<file path="src/rtl/spi_rp_pkg.sv">
package spi_rp_pkg;
  localparam int BYTE_W  = 8;
  localparam int ADDR_W  = 6;
  localparam int CNT_W   = $clog2(BYTE_W);
  localparam int DIR_BIT = 7;
  localparam int INC_BIT = 6;

  typedef enum logic {
    PH_CMD  = 1'b0,
    PH_DATA = 1'b1
  } phase_e;

  typedef struct packed {
    logic              wr;
    logic              inc;
    logic [ADDR_W-1:0] addr;
  } cmd_t;

  // split a command byte into its fields
  function automatic cmd_t decode_cmd(input logic [BYTE_W-1:0] b);
    cmd_t c;
    c.wr   = b[DIR_BIT];
    c.inc  = b[INC_BIT];
    c.addr = b[ADDR_W-1:0];
    return c;
  endfunction

  // address used by the next byte of a burst
  function automatic logic [ADDR_W-1:0] next_addr(input logic [ADDR_W-1:0] a,
                                                  input logic inc);
    return inc ? a + ADDR_W'(1) : a;
  endfunction
endpackage

</file>
<file path="src/rtl/spi_rp_sync.sv">
module spi_rp_sync #(
  parameter int               STAGES  = 2,
  parameter int               WIDTH   = 3,
  parameter logic [WIDTH-1:0] RST_VAL = '0
) (
  input  logic             clk,
  input  logic             rst_n,
  input  logic [WIDTH-1:0] d,
  output logic [WIDTH-1:0] q
);
  for (genvar g = 0; g < WIDTH; g++) begin : g_bit
    logic [STAGES-1:0] chain;
    always_ff @(posedge clk or negedge rst_n) begin
      if (!rst_n) chain <= {STAGES{RST_VAL[g]}};
      else        chain <= {chain[STAGES-2:0], d[g]};
    end
    assign q[g] = chain[STAGES-1];
  end
endmodule

</file>
<file path="src/rtl/spi_rp_shifter.sv">
module spi_rp_shifter
  import spi_rp_pkg::*;
(
  input  logic              clk,
  input  logic              rst_n,
  input  logic              active,
  input  logic              sck_lvl,
  input  logic              din,
  input  logic              stage_we,
  input  logic [BYTE_W-1:0] stage_data,
  output logic              byte_done,
  output logic [BYTE_W-1:0] rx_byte,
  output logic              boundary_fall,
  output logic              tx_bit
);
  logic              sck_q;
  logic              sck_rise, sck_fall;
  logic [CNT_W-1:0]  bit_cnt;
  logic [BYTE_W-1:0] rx_sr, tx_sr, stage;
  logic              last_bit;

  always_ff @(posedge clk or negedge rst_n) begin
    if (!rst_n) sck_q <= 1'b0;
    else        sck_q <= sck_lvl;
  end

  assign sck_rise      = active &  sck_lvl & ~sck_q;
  assign sck_fall      = active & ~sck_lvl &  sck_q;
  assign last_bit      = (bit_cnt == CNT_W'(BYTE_W-1));
  assign boundary_fall = sck_fall & (bit_cnt == '0);
  assign tx_bit        = tx_sr[BYTE_W-1];

  // bit counter and receive shift register
  always_ff @(posedge clk or negedge rst_n) begin
    if (!rst_n) begin
      bit_cnt   <= '0;
      rx_sr     <= '0;
      rx_byte   <= '0;
      byte_done <= 1'b0;
    end else begin
      byte_done <= 1'b0;
      if (!active) begin
        bit_cnt <= '0;
      end else if (sck_rise) begin
        bit_cnt <= bit_cnt + CNT_W'(1);
        rx_sr   <= {rx_sr[BYTE_W-2:0], din};
        if (last_bit) begin
          byte_done <= 1'b1;
          rx_byte   <= {rx_sr[BYTE_W-2:0], din};
        end
      end
    end
  end

  // transmit staging and shift register
  always_ff @(posedge clk or negedge rst_n) begin
    if (!rst_n) begin
      stage <= '0;
      tx_sr <= '0;
    end else begin
      if (stage_we) stage <= stage_data;
      if (boundary_fall)  tx_sr <= stage;
      else if (sck_fall)  tx_sr <= {tx_sr[BYTE_W-2:0], 1'b0};
    end
  end

  assert_bitcnt_clear_R8: assert property (@(posedge clk) disable iff (!rst_n)
    !active |=> (bit_cnt == '0));

  assert_byte_after_last_bit_R6: assert property (@(posedge clk) disable iff (!rst_n)
    byte_done |-> $past(last_bit));

  assert_tx_hold_high_R5: assert property (@(posedge clk) disable iff (!rst_n)
    (active && sck_lvl && sck_q) |=> $stable(tx_bit));
endmodule

</file>
<file path="src/rtl/spi_rp_ctrl.sv">
module spi_rp_ctrl
  import spi_rp_pkg::*;
(
  input  logic              clk,
  input  logic              rst_n,
  input  logic              active,
  input  logic              wire3_en,
  input  logic              byte_done,
  input  logic [BYTE_W-1:0] rx_byte,
  input  logic              boundary_fall,
  output logic [ADDR_W-1:0] reg_addr,
  output logic              reg_wr_en,
  output logic [BYTE_W-1:0] reg_wdata,
  output logic              reg_rd_en,
  output logic              stage_we,
  output logic              sdio_oe
);
  phase_e            phase;
  logic              cur_wr, cur_inc;
  logic [ADDR_W-1:0] ptr;
  cmd_t              cmd;
  logic [ADDR_W-1:0] ptr_next;

  assign cmd      = decode_cmd(rx_byte);
  assign ptr_next = next_addr(ptr, cur_inc);

  always_ff @(posedge clk or negedge rst_n) begin
    if (!rst_n) begin
      phase     <= PH_CMD;
      cur_wr    <= 1'b0;
      cur_inc   <= 1'b0;
      ptr       <= '0;
      reg_addr  <= '0;
      reg_wdata <= '0;
      reg_wr_en <= 1'b0;
      reg_rd_en <= 1'b0;
      stage_we  <= 1'b0;
      sdio_oe   <= 1'b0;
    end else begin
      reg_wr_en <= 1'b0;
      reg_rd_en <= 1'b0;
      stage_we  <= reg_rd_en;
      if (!active) begin
        phase   <= PH_CMD;
        sdio_oe <= 1'b0;
      end else begin
        if (byte_done) begin
          if (phase == PH_CMD) begin
            cur_wr   <= cmd.wr;
            cur_inc  <= cmd.inc;
            ptr      <= cmd.addr;
            reg_addr <= cmd.addr;
            phase    <= PH_DATA;
            if (!cmd.wr) reg_rd_en <= 1'b1;
          end else if (cur_wr) begin
            reg_addr  <= ptr;
            reg_wdata <= rx_byte;
            reg_wr_en <= 1'b1;
            ptr       <= ptr_next;
          end else begin
            reg_addr  <= ptr_next;
            reg_rd_en <= 1'b1;
            ptr       <= ptr_next;
          end
        end
        if (boundary_fall && phase == PH_DATA && !cur_wr && wire3_en)
          sdio_oe <= 1'b1;
      end
    end
  end

  assert_single_strobe_R6: assert property (@(posedge clk) disable iff (!rst_n)
    !(reg_wr_en && reg_rd_en));

  assert_strobe_needs_byte_R8: assert property (@(posedge clk) disable iff (!rst_n)
    (reg_wr_en || reg_rd_en) |-> $past(byte_done));

  assert_fixed_addr_R3: assert property (@(posedge clk) disable iff (!rst_n)
    (byte_done && phase == PH_DATA && !cur_inc) |=> $stable(ptr));

  assert_step_addr_R2: assert property (@(posedge clk) disable iff (!rst_n)
    (active && byte_done && phase == PH_DATA && cur_inc) |=>
      (ptr == ADDR_W'($past(ptr) + 1)));

  assert_oe_read_only_R9: assert property (@(posedge clk) disable iff (!rst_n)
    sdio_oe |-> (phase == PH_DATA && !cur_wr));

  assert_oe_released_R9: assert property (@(posedge clk) disable iff (!rst_n)
    !active |=> !sdio_oe);
endmodule

</file>
<file path="src/rtl/spi_regport_slave.sv">
module spi_regport_slave
  import spi_rp_pkg::*;
#(
  parameter int SYNC_STAGES = 2
) (
  input  logic              clk,
  input  logic              rst_n,
  input  logic              wire3_en,
  input  logic              ss_n,
  input  logic              sck,
  input  logic              mosi,
  output logic              miso,
  output logic              miso_oe,
  input  logic              sdio_i,
  output logic              sdio_o,
  output logic              sdio_oe,
  output logic [ADDR_W-1:0] reg_addr,
  output logic              reg_wr_en,
  output logic [BYTE_W-1:0] reg_wdata,
  output logic              reg_rd_en,
  input  logic [BYTE_W-1:0] reg_rdata
);
  logic [2:0]        pins_s;
  logic              ss_s, sck_s, din_s, active;
  logic              byte_done, boundary_fall, stage_we, tx_bit;
  logic [BYTE_W-1:0] rx_byte;

  spi_rp_sync #(.STAGES(SYNC_STAGES), .WIDTH(3), .RST_VAL(3'b100)) u_sync (
    .clk   (clk),
    .rst_n (rst_n),
    .d     ({ss_n, sck, (wire3_en ? sdio_i : mosi)}),
    .q     (pins_s)
  );

  assign ss_s   = pins_s[2];
  assign sck_s  = pins_s[1];
  assign din_s  = pins_s[0];
  assign active = ~ss_s;

  spi_rp_shifter u_shift (
    .clk           (clk),
    .rst_n         (rst_n),
    .active        (active),
    .sck_lvl       (sck_s),
    .din           (din_s),
    .stage_we      (stage_we),
    .stage_data    (reg_rdata),
    .byte_done     (byte_done),
    .rx_byte       (rx_byte),
    .boundary_fall (boundary_fall),
    .tx_bit        (tx_bit)
  );

  spi_rp_ctrl u_ctrl (
    .clk           (clk),
    .rst_n         (rst_n),
    .active        (active),
    .wire3_en      (wire3_en),
    .byte_done     (byte_done),
    .rx_byte       (rx_byte),
    .boundary_fall (boundary_fall),
    .reg_addr      (reg_addr),
    .reg_wr_en     (reg_wr_en),
    .reg_wdata     (reg_wdata),
    .reg_rd_en     (reg_rd_en),
    .stage_we      (stage_we),
    .sdio_oe       (sdio_oe)
  );

  assign miso    = tx_bit;
  assign sdio_o  = tx_bit;
  assign miso_oe = active & ~wire3_en;

  assert_no_strobe_idle_R8: assert property (@(posedge clk) disable iff (!rst_n)
    (!active && !$past(active)) |=> !(reg_wr_en || reg_rd_en));
endmodule

</file>
<file path="config.mk">
export PLATFORM = sky130hd
export DESIGN_NAME = spi_regport_slave
export DESIGN_NICKNAME = d
export VERILOG_FILES = /design/src/rtl/spi_rp_pkg.sv /design/src/rtl/spi_rp_sync.sv /design/src/rtl/spi_rp_shifter.sv /design/src/rtl/spi_rp_ctrl.sv /design/src/rtl/spi_regport_slave.sv
export SDC_FILE = /design/constraint.sdc
export NUM_CORES = 1
export LEC_CHECK = 0
export ABC_AREA = 1
export BUFFER_PORTS_ARGS = -buffer_cell sky130_fd_sc_hd__buf_2
export CAP_MARGIN = 20
export CORE_UTILIZATION = 60
export DETAILED_ROUTE_END_ITERATION = 16
export PLACE_DENSITY = 0.84
export SYNTH_ARGS = -nofsm -noshare
export SYNTH_HDL_FRONTEND = slang
export SYNTH_SLANG_ARGS = --single-unit
</file>
<file path="constraint.sdc">
create_clock -name clk -period 2.01 [get_ports clk]
set_input_delay 0.402 -clock clk [delete_from_list [all_inputs] [get_ports clk]]
set_output_delay 0.402 -clock clk [all_outputs]
set_load 0.01 [all_outputs]
</file>
==> results list, run 1 <==
- Final max-slew violation count: 0
* Later-pin clock latency in the skew report: about 0.34 ns
- Setup violations remaining at the end of the flow were counted as 0.
- Setup Skew: a little over 0.009 ns
* Diode insertion count for antenna repair: 0
- CTS tree: built
- The worst hold path belongs to the class in -> async.
* First-pass GRT wire length: 9170 um
- Result of the run: finished clean
- The worst setup path is captured at a flip-flop.
- Max_slew headroom: 0.639
- Sequential element share of the synthesized area: 0.591
- Dpl hpwl: 3910 um
* Post_cts resized: 0
* Leakage power: approximately 1.8 nW
- Overall Global Routing Usage: 0.238
* Final #Nets: 358
- Global routing finished with a remaining overflow of 0.
- In this run the clock root is driven by a sky130_fd_sc_hd__clkbuf_8.
- After routing, the total negative slack on setup checks comes to 0 ns.
- Worst ir drop on vdd: roughly 0.00057 V
- Across the run, the number of max-cap violations was 0.
- In the final routed layout, each cell accounts on average for approximately 14 um.
- Counting the fill cells in the layout gives 340.
- Routability cong.: ~0.84
- The number of global-route vias before repair was 2055.
- After clock tree synthesis, the clock-pin slew on the worst setup and hold paths is ~0.07 ns.
* Highest fanout seen on the critical path: 9
- The first routing iteration left 160 violations.
- Setup repair after global routing left no endpoint under its margin.
* Synthesis-to-layout area growth: 13.3%
- Of the available clock period, the critical path in the final layout requires 0.809.
* Pin count of the biggest net entering global routing: 70
- The initialized floorplan defines 25 standard-cell rows.
* Cell Area, Placed: 3150 sq um
- Ranked by instance count, the synthesized netlist is headed by sky130_fd_sc_hd__nand2_1, sky130_fd_sc_hd__dfrtp_1, sky130_fd_sc_hd__inv_1, sky130_fd_sc_hd__o21ai_0, sky130_fd_sc_hd__nor2_1.
* Fin crit period: around 1.6 ns
- Once layout is done, the placed cells without fillers occupy roughly 3300 sq um.
- Quantity of hold-fixing buffers added after cts: 0
* Final Hold Viols: 0
- After floorplanning, the core was sized to cover 4720 sq um.
* Count of flip-flops with a built-in enable after synthesis: 0
* PnR worst setup slack: 0.383 ns
- Wires add up to 5570 um.
- Counting flops with an async set or reset pin after synthesis yields a share of 1.00.
* Clock Path Buffers: 2
* Power after layout: approximately 2.7 mW
* Least-Margin Pin Slew: about 0.54 ns
- Worst slack at placement: ~0.43 ns
- Most frequently used cell type in the post-synthesis netlist: sky130_fd_sc_hd__nand2_1
- A synthesized cell averages 9.76 sq um.
* Power Density: between 800 and 900 nW/um^2
* Initial core utilization: 0.620
- The H-tree generated during clock tree synthesis spans 3 levels.
* Final ANT Viol Nets: 0
- Yosys warning count: 0
- Die span in x: approximately 72 um
- For flop-to-flop paths, the worst setup slack is around 0.38 ns.
* Most area-consuming cells after synthesis: sky130_fd_sc_hd__dfrtp_1, sky130_fd_sc_hd__nand2_1, sky130_fd_sc_hd__o21ai_0
- Total of flip-flops plus latches after synthesis: 69
- Post-route DRC violation count: 0
- The die is just over 70 um tall.
- The cell count after synthesis came out at 300.
- For the worst setup path, the data required time is ~2.2 ns.
- Vias: ~2200
* Most used flip-flop cell after synthesis: sky130_fd_sc_hd__dfrtp_1
* Setup Buffers After CTS: 0
- Full die area: 5160 sq um
- Largest area contributor in the netlist: sky130_fd_sc_hd__dfrtp_1
- When the netlist entered floorplanning its net count stood at between 300 and 400.
- The synthesized netlist occupies a cell area of 2930 sq um.
* Number of clock sinks: just under 70
- The initial antenna violation count came to 0.
- Number of unique standard cell types used by synthesis: 29
- Post-detailed-route via-to-cell ratio: ~5.3
- Buffers inserted during clock tree synthesis total 9.
- Before antenna repair, the detailed router went through 4 iterations.
* Maximum operating frequency: between 600 and 700 MHz
* Startpoint Class: flip-flop
* Critical path start-end classification: reg -> reg
- The tightest hold path in the finished design has a slack of 0.0514 ns.
- Pin placement for this block handled 35 I/O pins.
* Layout cell share with drive strength beyond 1: 0.241
- For the worst setup path, the data arrival time is around 1.9 ns.
- In this run the tool buffered the top-level ports with 34 buffer cells.
- Share of the synthesized area in the top cell type: 0.573
-- critical path, stage by stage (launching register included) --
cell and delay, ns:
sky130_fd_sc_hd__dfrtp_1 0.40, sky130_fd_sc_hd__inv_1 0.08, sky130_fd_sc_hd__ha_1 0.14, sky130_fd_sc_hd__inv_1 0.03
sky130_fd_sc_hd__nor2_1 0.41, sky130_fd_sc_hd__nand2_2 0.23, sky130_fd_sc_hd__nor2_1 0.14, sky130_fd_sc_hd__o21ai_0 0.08
-- report_power, final --
group | leakage, nW | switching, mW | total [mW] | internal [mW]
Clock | 0.0901 | 0.507 | 0.985 | 0.478
Sequential | 0.918 | 0.0400 | 1.50 | 1.46
Combinational | 0.748 | 0.110 | 0.167 | 0.0569
Total | 1.76 | 0.657 | 2.66 | 2.00
-- layer usage --
metal / GRT usage / vias to the layer above / wire length (um)
met1: 0.320 / 1040 / 2500
met2: 0.348 / 56 / 2570
li1: - / 1051 / -
met5: 0 / - / 0
met3: 0.0549 / 31 / 240
met4: 0.161 / 0 / 261
-- per-stage QoR --
step / cells / util
floorplan: 300 / -
global placement: 395 / 0.667
detailed placement: 395 / 0.667
CTS: 411 / 0.703
global route: 411 / 0.703
finish: 411 / 0.703
-- cells by family (layout without fill, tap and decap cells) --
| kind of cell | after synthesis | after routing | synth area share |
|---|---|---|---|
| buffers and inverters | 47 | 91 | 0.0705 |
| adders and majority gates | 4 | 4 | 0.0171 |
| and+or+nand+nor | 110 | 110 | 0.166 |
| DFF | 69 | 69 | 0.591 |
| AOI/OAI and AO/OA | 62 | 62 | 0.125 |
| muxes | 8 | 8 | 0.0308 |
-- cells in the final DEF, fill, tap and decap left out, drive strengths merged --
cell and n:
a211oi 1, a21oi 8, a22o 2, a22oi 5
buf 36, clkbuf 12, clkinv 4, dfrtp 67
dfstp 2, ha 4, inv 39, mux2 8
nand2 78, nand3 12, nand4 2, nor2 17
nor3 1, o211ai 1, o21ai 44, o22ai 1
-- state kept, by name, summed over array words and instances, names as in the netlist --
name                count
u_shift.bit_cnt         3
u_ctrl.ptr              6
u_shift.stage           8
u_ctrl.phase            1
u_ctrl.reg_addr         6
u_ctrl.reg_rd_en        1
u_ctrl.reg_wdata        8
u_shift.rx_byte         8
u_shift.sck_q           1
u_shift.byte_done       1
u_sync.g_bit.chain      6
u_shift.tx_sr           8
u_ctrl.reg_wr_en        1
u_ctrl.cur_inc          1
u_shift.rx_sr           7
u_ctrl.cur_wr           1
u_ctrl.sdio_oe          1
u_ctrl.stage_we         1
-- worst paths after layout --
kind	to	start	cells after the start
max	u_shift.tx_sr[7]	u_shift.bit_cnt[0]	7
max in group asynchronous	u_sync.g_bit[2].chain[1]	rst_n	2
max reg2reg	u_shift.tx_sr[7]	u_shift.bit_cnt[0]	7
min in group clk	u_sync.g_bit[2].chain[0]	ss_n	1
min reg2reg	u_sync.g_bit[1].chain[1]	u_sync.g_bit[1].chain[0]	0
min	u_ctrl.ptr[5]	rst_n	2
-- layout make-up --
class / count / area, sq um / share of cell area
flip-flops and latches: 69 / 1730 / 0.521
multi-input cells: 184 / 992 / 0.299
repair buffers: 36 / 198 / 0.0596
inverters: 39 / 146 / 0.0441
clock buffers: 12 / 145 / 0.0437
well taps: 67 / 83.8 / 0.0253
clock inverters: 4 / 23.8 / 0.00716
Note: power is estimated with default switching activity, not from simulation.
==> run 2: changes to the inputs <==
CORE_UTILIZATION = 52   (was 60)
PLACE_DENSITY = 0.77   (was 0.84)
clock period = 1.4 ns   (was 2.01 ns; I/O delays follow)
==> results list, run 2 (synthesized netlist as in run 1, its figures left out) <==
- Result of the run: finished clean
- Pin placement for this block handled 35 I/O pins.
* Final global-route overflow total: 0
- The share of total power dissipated in the clock network is 0.401.
* Floorplan core area: between 5000 and 6000 sq um
* Fin crit period: between 1 and 1.5 ns
* Unrepaired setup endpoints after global routing: true
- The die is 77.0 um tall.
- For the pin with the worst max-slew slack, the measured transition is 0.353 ns.
- Critical Path, Cell by Cell: nor2_2, buf_2
* DRT Pass-1 Iters: 5
- Clock Path Buffers: 2
- The first global-routing pass estimated between 9000 and 10000 um of wire.
* Delay of the slowest cell on the worst path: 0.58 ns
- Power after layout: roughly 4 mW
- In the layout the commonest cells are sky130_fd_sc_hd__nand2_1, sky130_fd_sc_hd__dfrtp_1, sky130_fd_sc_hd__buf_2, sky130_fd_sc_hd__inv_1, sky130_fd_sc_hd__o21ai_0.
- The count of final max-slew check failures is 0.
* Overall Global Routing Usage: 0.206
- Routed WL: ~5400 um
* Slowest stage cell, crit path: sky130_fd_sc_hd__dfstp_2
- Per-cell routed wire length: roughly 13 um
- By startpoint and endpoint, the worst setup path is classified as reg -> out.
- Setup violations remaining at the end of the flow were counted as 0.
* Maximum operating frequency: 727 MHz
- Startpoint Class: flip-flop
- Hold/Removal Path Class: in -> reg
* Sequential Power Share: 0.536
- Min Hold Slack: slightly below 0.03 ns
- The detail route stage leaves a number of antenna-violating nets equal to 0.
- For this run, design rule violations remaining after detail routing come to 0.
- Root Buffer: sky130_fd_sc_hd__clkbuf_8
- Internal power component: 3.10 mW
- In this run the static leakage power is approximately 1.8 nW.
* Pin count of the biggest net entering global routing: 70
- Number of antenna violations at the first check in global routing: 0
- After clock tree synthesis, the clock-pin slew on the worst setup and hold paths is about 0.070 ns.
- The number of clock buffers added by TritonCTS is 9.
- Max_slew headroom: 0.764
- Port buffering added 34 buffers.
- Number of core rows: 26
* Final Hold Viols: 0
* Dpl hpwl: 3690 um
- TritonCTS built the clock tree.
- Full die area: approximately 5900 sq um
* Most common library cell in the layout ignoring fill and taps: sky130_fd_sc_hd__nand2_1
- The final layout contains between 300 and 400 nets.
- Of the total power, the share spent switching nets is 0.229.
- Diode insertion count for antenna repair: 0
- In the routed layout, each cell is associated on average with a via count of ~5.
- The H-tree was split into 3 levels.
- Highest fanout seen on the critical path: 5
- The worst setup path is captured at a primary output.
- The clock reaches the later pin of the worst-skew pair after between 0.3 and 0.4 ns.
* Routability cong.: slightly above 0.8
* Worst ir drop on vdd: between 0.0008 and 0.0009 V
- Die span in x: approximately 77 um
* Power Density: 1150 nW/um^2
* Vias: approximately 2100
- Data arrives at the worst endpoint at about 1.1 ns.
- Number of clock sinks: 69
- Dividing the final minimum period by the clock period gives 0.983.
* Initial core utilization: 0.556
- Setup Skew: 0.00612 ns
- After the first detailed-routing iteration, the DRC count stood at ~200.
- Number of global-route vias before repair: a little over 2000
- In this run the power spent charging and discharging nets is roughly 0.92 mW.
- Portion of total power attributed to combinational logic: 0.063
* Synthesis-to-layout area growth: 19.6%
* Layout cell share with drive strength beyond 1: 0.283
- STA puts the critical path data required time at roughly 1.1 ns.
* Max-cap violations: 0
run 2: cell count changes in the layout (fill, tap and decap cells not counted), moves of 2 or more:
cell,delta
sky130_fd_sc_hd__buf_4,+12
sky130_fd_sc_hd__nor2_1,-3
sky130_fd_sc_hd__clkbuf_1,-2
sky130_fd_sc_hd__inv_2,-2
sky130_fd_sc_hd__nor2_2,+2
run 2: what timing repair did:
action,in CTS,in global routing
pin swaps,1,4
endpoints found under the setup margin,1,23
gates resized for setup,0,10
hold buffers,1,0
setup buffers,1,5
endpoints found under the hold margin,67,0
run 2: worst max-delay path, delay by kind of cell (launching register included):
| family | cells | cell delay [ns] |
|---|---|---|
| flip-flops | 1 | 0.58 |
| buffers and inverters | 1 | 0.13 |
| AND/OR/NAND/NOR | 1 | 0.04 |
run 2: worst paths after layout:
path / start / end / slack (ns) / depth (start not counted)
setup / recovery: u_sync.g_bit[2].chain[1] / miso_oe / 0.02 / 2
hold / removal: ss_n / u_sync.g_bit[2].chain[0] / 0.03 / 1
setup reg to reg: u_ctrl.ptr[0] / u_ctrl.reg_addr[1] / 0.06 / 7
hold reg to reg: u_sync.g_bit[1].chain[0] / u_sync.g_bit[1].chain[1] / 0.35 / 0
max in group asynchronous: rst_n / u_sync.g_bit[2].chain[1] / 0.60 / 3
min in group asynchronous: rst_n / u_shift.stage[4] / 0.48 / 3
run 2: cell type report:
class,instances,area (sq um)
Clock buffer,11,151
Clock inverter,4,47.5
Fill cell,426,1770
Inverter,39,154
Multi-Input combinational cell,184,1010
Sequential cell,69,1730
Tap cell,70,87.6
Timing Repair Buffer,50,318
run 2: routing by layer:
metal	routed length (um)	vias to the layer above	global-route usage
met2	2450	47	0.312
met4	147	0	0.119
met5	0	-	0
li1	-	1079	-
met3	255	13	0.0464
met1	2540	997	0.275
run 2: per-stage QoR:
| step | area (sq um) | cells | setup TNS [ns] | setup slack, ns | utilization |
|---|---|---|---|---|---|
| 2_1_floorplan | 2930 | 300 | 0 | 0.109 | - |
| 3_3_place_gp | 3220 | 405 | 0 | 0.0870 | 0.611 |
| 3_5_place_dp | 3220 | 405 | 0 | 0.0305 | 0.611 |
| 4_1_cts | 3430 | 422 | 0 | 0.00219 | 0.652 |
| 5_1_grt | 3500 | 427 | -0.0922 | -0.0447 | 0.664 |
| 6_report | 3500 | 427 | 0 | 0.0236 | 0.664 |
run 2: power groups by stage:
stage                     registers, mW  clock network, mW  logic, mW
after floorplan                    2.18                  0      0.138
after global placement             2.19                  0      0.241
after detailed placement           2.19                  0      0.246
after CTS                          2.15               1.65      0.252
after global routing               2.17               1.74      0.292
final                              2.15               1.61      0.251
==> run 3: changes to the inputs <==
BUFFER_PORTS_ARGS = unset   (was -buffer_cell sky130_fd_sc_hd__buf_2)
CORE_UTILIZATION = 56   (was 52)
CTS_BUF_LIST = sky130_fd_sc_hd__clkbuf_16   (was unset)
DONT_BUFFER_PORTS = 1   (was unset)
PLACE_DENSITY = 0.76   (was 0.77)
SYNTH_HIERARCHICAL = 1   (was unset)
==> results list, run 3 <==
- After synthesis, the share of flip-flops with an asynchronous set or reset is 1.00.
- Worst ir drop on vdd: 0.000857 V
- Final hold analysis gives a worst-case slack of -0.355 ns.
* Final Setup Violations: 0
* PnR worst setup slack: between 0.08 and 0.09 ns
- In the routed design, unresolved DRC markers number 0.
- Critical path start-end classification: reg -> reg
- Number of core rows: 26
- Excluding fillers, the count of instances in the completed layout stands at between 400 and 500.
* Slowest stage cell, crit path: sky130_fd_sc_hd__dfstp_2
- Result of the run: finished, violations left
* Number of H-tree levels: 3
- Once placement finished, the instance area stood at between 3000 and 4000 sq um.
- Least-Margin Pin Slew: roughly 0.26 ns
- Crit path top cell by count: sky130_fd_sc_hd__inv_2
- Max-cap violations: 0
- At the placement stage, the worst setup path has a slack of 0.0327 ns.
* Top post-synthesis cells by count: sky130_fd_sc_hd__nand2_1, sky130_fd_sc_hd__dfrtp_1, sky130_fd_sc_hd__nand3_1, sky130_fd_sc_hd__inv_1, sky130_fd_sc_hd__nor2_1
- Initial core utilization: 0.588
- Number of global-route vias before repair: roughly 1900
- Counting every instance in the synthesized netlist gives around 330.
- Most common library cell in the layout ignoring fill and taps: sky130_fd_sc_hd__nand2_1
* Fin crit period: ~1.3 ns
- Largest area contributor in the netlist: sky130_fd_sc_hd__dfrtp_1
- Cell count after placement: approximately 400
- Required arrival time at the worst endpoint: approximately 1.6 ns
* First-pass GRT wire length: 9270 um
- Number of clock sinks: between 60 and 70
- The count of nets left with antenna violations once routing finished came out at 0.
- In the global route stage, overall resource usage came out at 0.226.
* Syn_nets: approximately 350
* Power Density: about 1300 nW/um^2
- Clock Path Buffers: 2
- The later pin in the worst-skew pair is clocked with a latency of 0.33 ns.
- For this run, the register share of the synthesized area comes to 0.572.
* Die span in x: between 70 and 80 um
- Leakage power: roughly 1.9 nW
* Height of the die: approximately 75 um
- Startpoint Class: flip-flop
- In the final layout, the share of cells above drive strength 1 is 0.159.
* Violated checks: negative hold slack
- Post-layout util: 0.681
- Full die area: 5690 sq um
* Maximum operating frequency: roughly 760 MHz
- The share of synthesized area in the top cell type comes to 0.555.
* Final global-route overflow total: 0
* Most frequently used cell type in the post-synthesis netlist: sky130_fd_sc_hd__nand2_1
- Delay of the slowest cell on the worst path: between 0.5 and 0.6 ns
- Quantity of hold-fixing buffers added after cts: 2
- Clock-pin slew was measured on the worst setup and hold paths at ~0.05 ns.
- Capturing point of the worst reg2reg path: u_ctrl/cur_inc
* Number of unique standard cell types used by synthesis: 29
- Reg-to-reg startpoint: u_sync/g_bit[2].chain[1]
* Post-Syn Area per Cell: 9.27 sq um
- Routed WL: roughly 5900 um
* Vias: 2198
* Number of antenna violations at the first check in global routing: 0
* Clock buffers created by TritonCTS: 9
- Compared with the post-synthesis result, the final layout area differs by 15.9%.
- Count of flip-flops with a built-in enable after synthesis: 0
- Total of flip-flops plus latches after synthesis: slightly below 70
- In the layout the commonest cells are sky130_fd_sc_hd__nand2_1, sky130_fd_sc_hd__dfrtp_1, sky130_fd_sc_hd__nand3_1, sky130_fd_sc_hd__inv_1, sky130_fd_sc_hd__buf_4.
- Root Buffer: sky130_fd_sc_hd__clkbuf_16
- For the worst flop-to-flop path, the logic depth is 5.
- Across all register-to-register paths, the minimum setup slack is a little over 0.08 ns.
* Most used flip-flop cell after synthesis: sky130_fd_sc_hd__dfrtp_1
- Starting DRT DRC Count: 206
- Headroom to the max-slew limit came out at 0.823.
* Sum of buffers and inverters on the critical path: 2
- By area the synthesized netlist is led by sky130_fd_sc_hd__dfrtp_1, sky130_fd_sc_hd__nand2_1, sky130_fd_sc_hd__nand3_1.
- Critical Path, Cell by Cell: inv_2, nand2_4, inv_2, nand2_1, mux2_1
* I/O pins: 35
* Dpl hpwl: 3750 um
* Power after layout: around 4.5 mW
- Final max-slew violation count: 0
- Summing every instance area after synthesis gives slightly above 3000 sq um.
- Final sum of negative setup slack: 0 ns
- Final clock period utilization by the worst path: 0.941
* WP data arrival: 1.53 ns
* Area of all placed cells without fillers: ~3500 sq um
- The hold violation total from the final report is approximately 70.
- Hold/Removal Path Class: in -> async
- Entering global routing, the biggest net connects 70 pins.
- Diode insertion count for antenna repair: 0
* Cell class contributing the biggest share of worst-path delay: flip-flops
- Input and output buffers added on the ports amount to 0.
- DRT Pass-1 Iters: 5
- STA classifies the critical path endpoint as a flip-flop.
* Floorplan core area: between 5000 and 6000 sq um
- Per-cell routed wire length: around 14 um
* Yosys warning count: 6
- TritonCTS built the clock tree.
- At the end of the flow, the number of nets in the layout was 368.
- Of all nets on the critical path, the largest fanout is 6.
* Post-detailed-route via-to-cell ratio: just over 5
- At the end of routability-driven placement, the weighted congestion stood at a little under 0.8.
- The clock arrives with around 0.0034 ns of skew.
==> run 3: worst max-delay path by stage <==
stage,cells after the start,to,startpoint,slack (ns)
global placement,5,u_shift/rx_byte[3],u_shift/bit_cnt[0],0.07
global route,5,u_ctrl/cur_inc,u_sync/g_bit[2].chain[1],-0.006
finish,5,u_ctrl/cur_inc,u_sync/g_bit[2].chain[1],0.08
CTS,5,u_shift/rx_byte[4],u_shift/bit_cnt[0],0.006
floorplan,6,u_ctrl/cur_inc,u_sync/g_bit[2].chain[1],-0.02
detailed placement,5,u_shift/rx_byte[4],u_shift/bit_cnt[0],0.03
==> run 3: cells by family after synthesis <==
family                   after synthesis  synth area share
AO/OA/AOI/OAI                         34            0.0609
XOR/XNOR                               2           0.00580
adder cells (fa/ha/maj)                4            0.0166
buffers and inverters                 46            0.0679
flip-flops                            69             0.572
multiplexers                           9            0.0422
AND/OR/NAND/NOR                      162             0.234
==> run 3: cell type report <==
cell class	instances	area [sq um]
Tap cell	70	87.6
Multi-Input combinational cell	211	1100
Sequential cell	69	1730
Fill cell	414	1640
Timing Repair Buffer	22	170
Clock buffer	9	225
Inverter	36	135
Clock inverter	6	55.1
==> run 3: what timing repair did <==
item / CTS / global route
buffers inserted: 0 / 10
endpoints found under the setup margin: 0 / 38
hold endpoints to repair: 71 / 69
resized for setup: 0 / 3
==> run 3: worst register-to-register path, stage by stage (launching register included) <==
cell and delay, ns:
sky130_fd_sc_hd__dfstp_2 0.53, sky130_fd_sc_hd__inv_2 0.06, sky130_fd_sc_hd__nand2_4 0.13, sky130_fd_sc_hd__inv_2 0.06
sky130_fd_sc_hd__nand2_1 0.09, sky130_fd_sc_hd__mux2_1 0.32
==> run 3: layer usage <==
layer / wire [um] / GRT usage / vias up / share of wire
li1: - / - / 1083 / -
met1: 2680 / 0.307 / 1063 / 0.46
met2: 2880 / 0.329 / 45 / 0.49
met3: 233 / 0.0714 / 7 / 0.040
met4: 91 / 0.111 / 0 / 0.015
met5: 0 / 0 / - / 0
==> run 3: power by group <==
group	leakage [nW]	switching, mW	total (mW)	internal (mW)
clock network	0.136	0.778	2.12	1.35
logic	0.842	0.104	0.186	0.0817
registers	0.889	0.0690	2.17	2.10
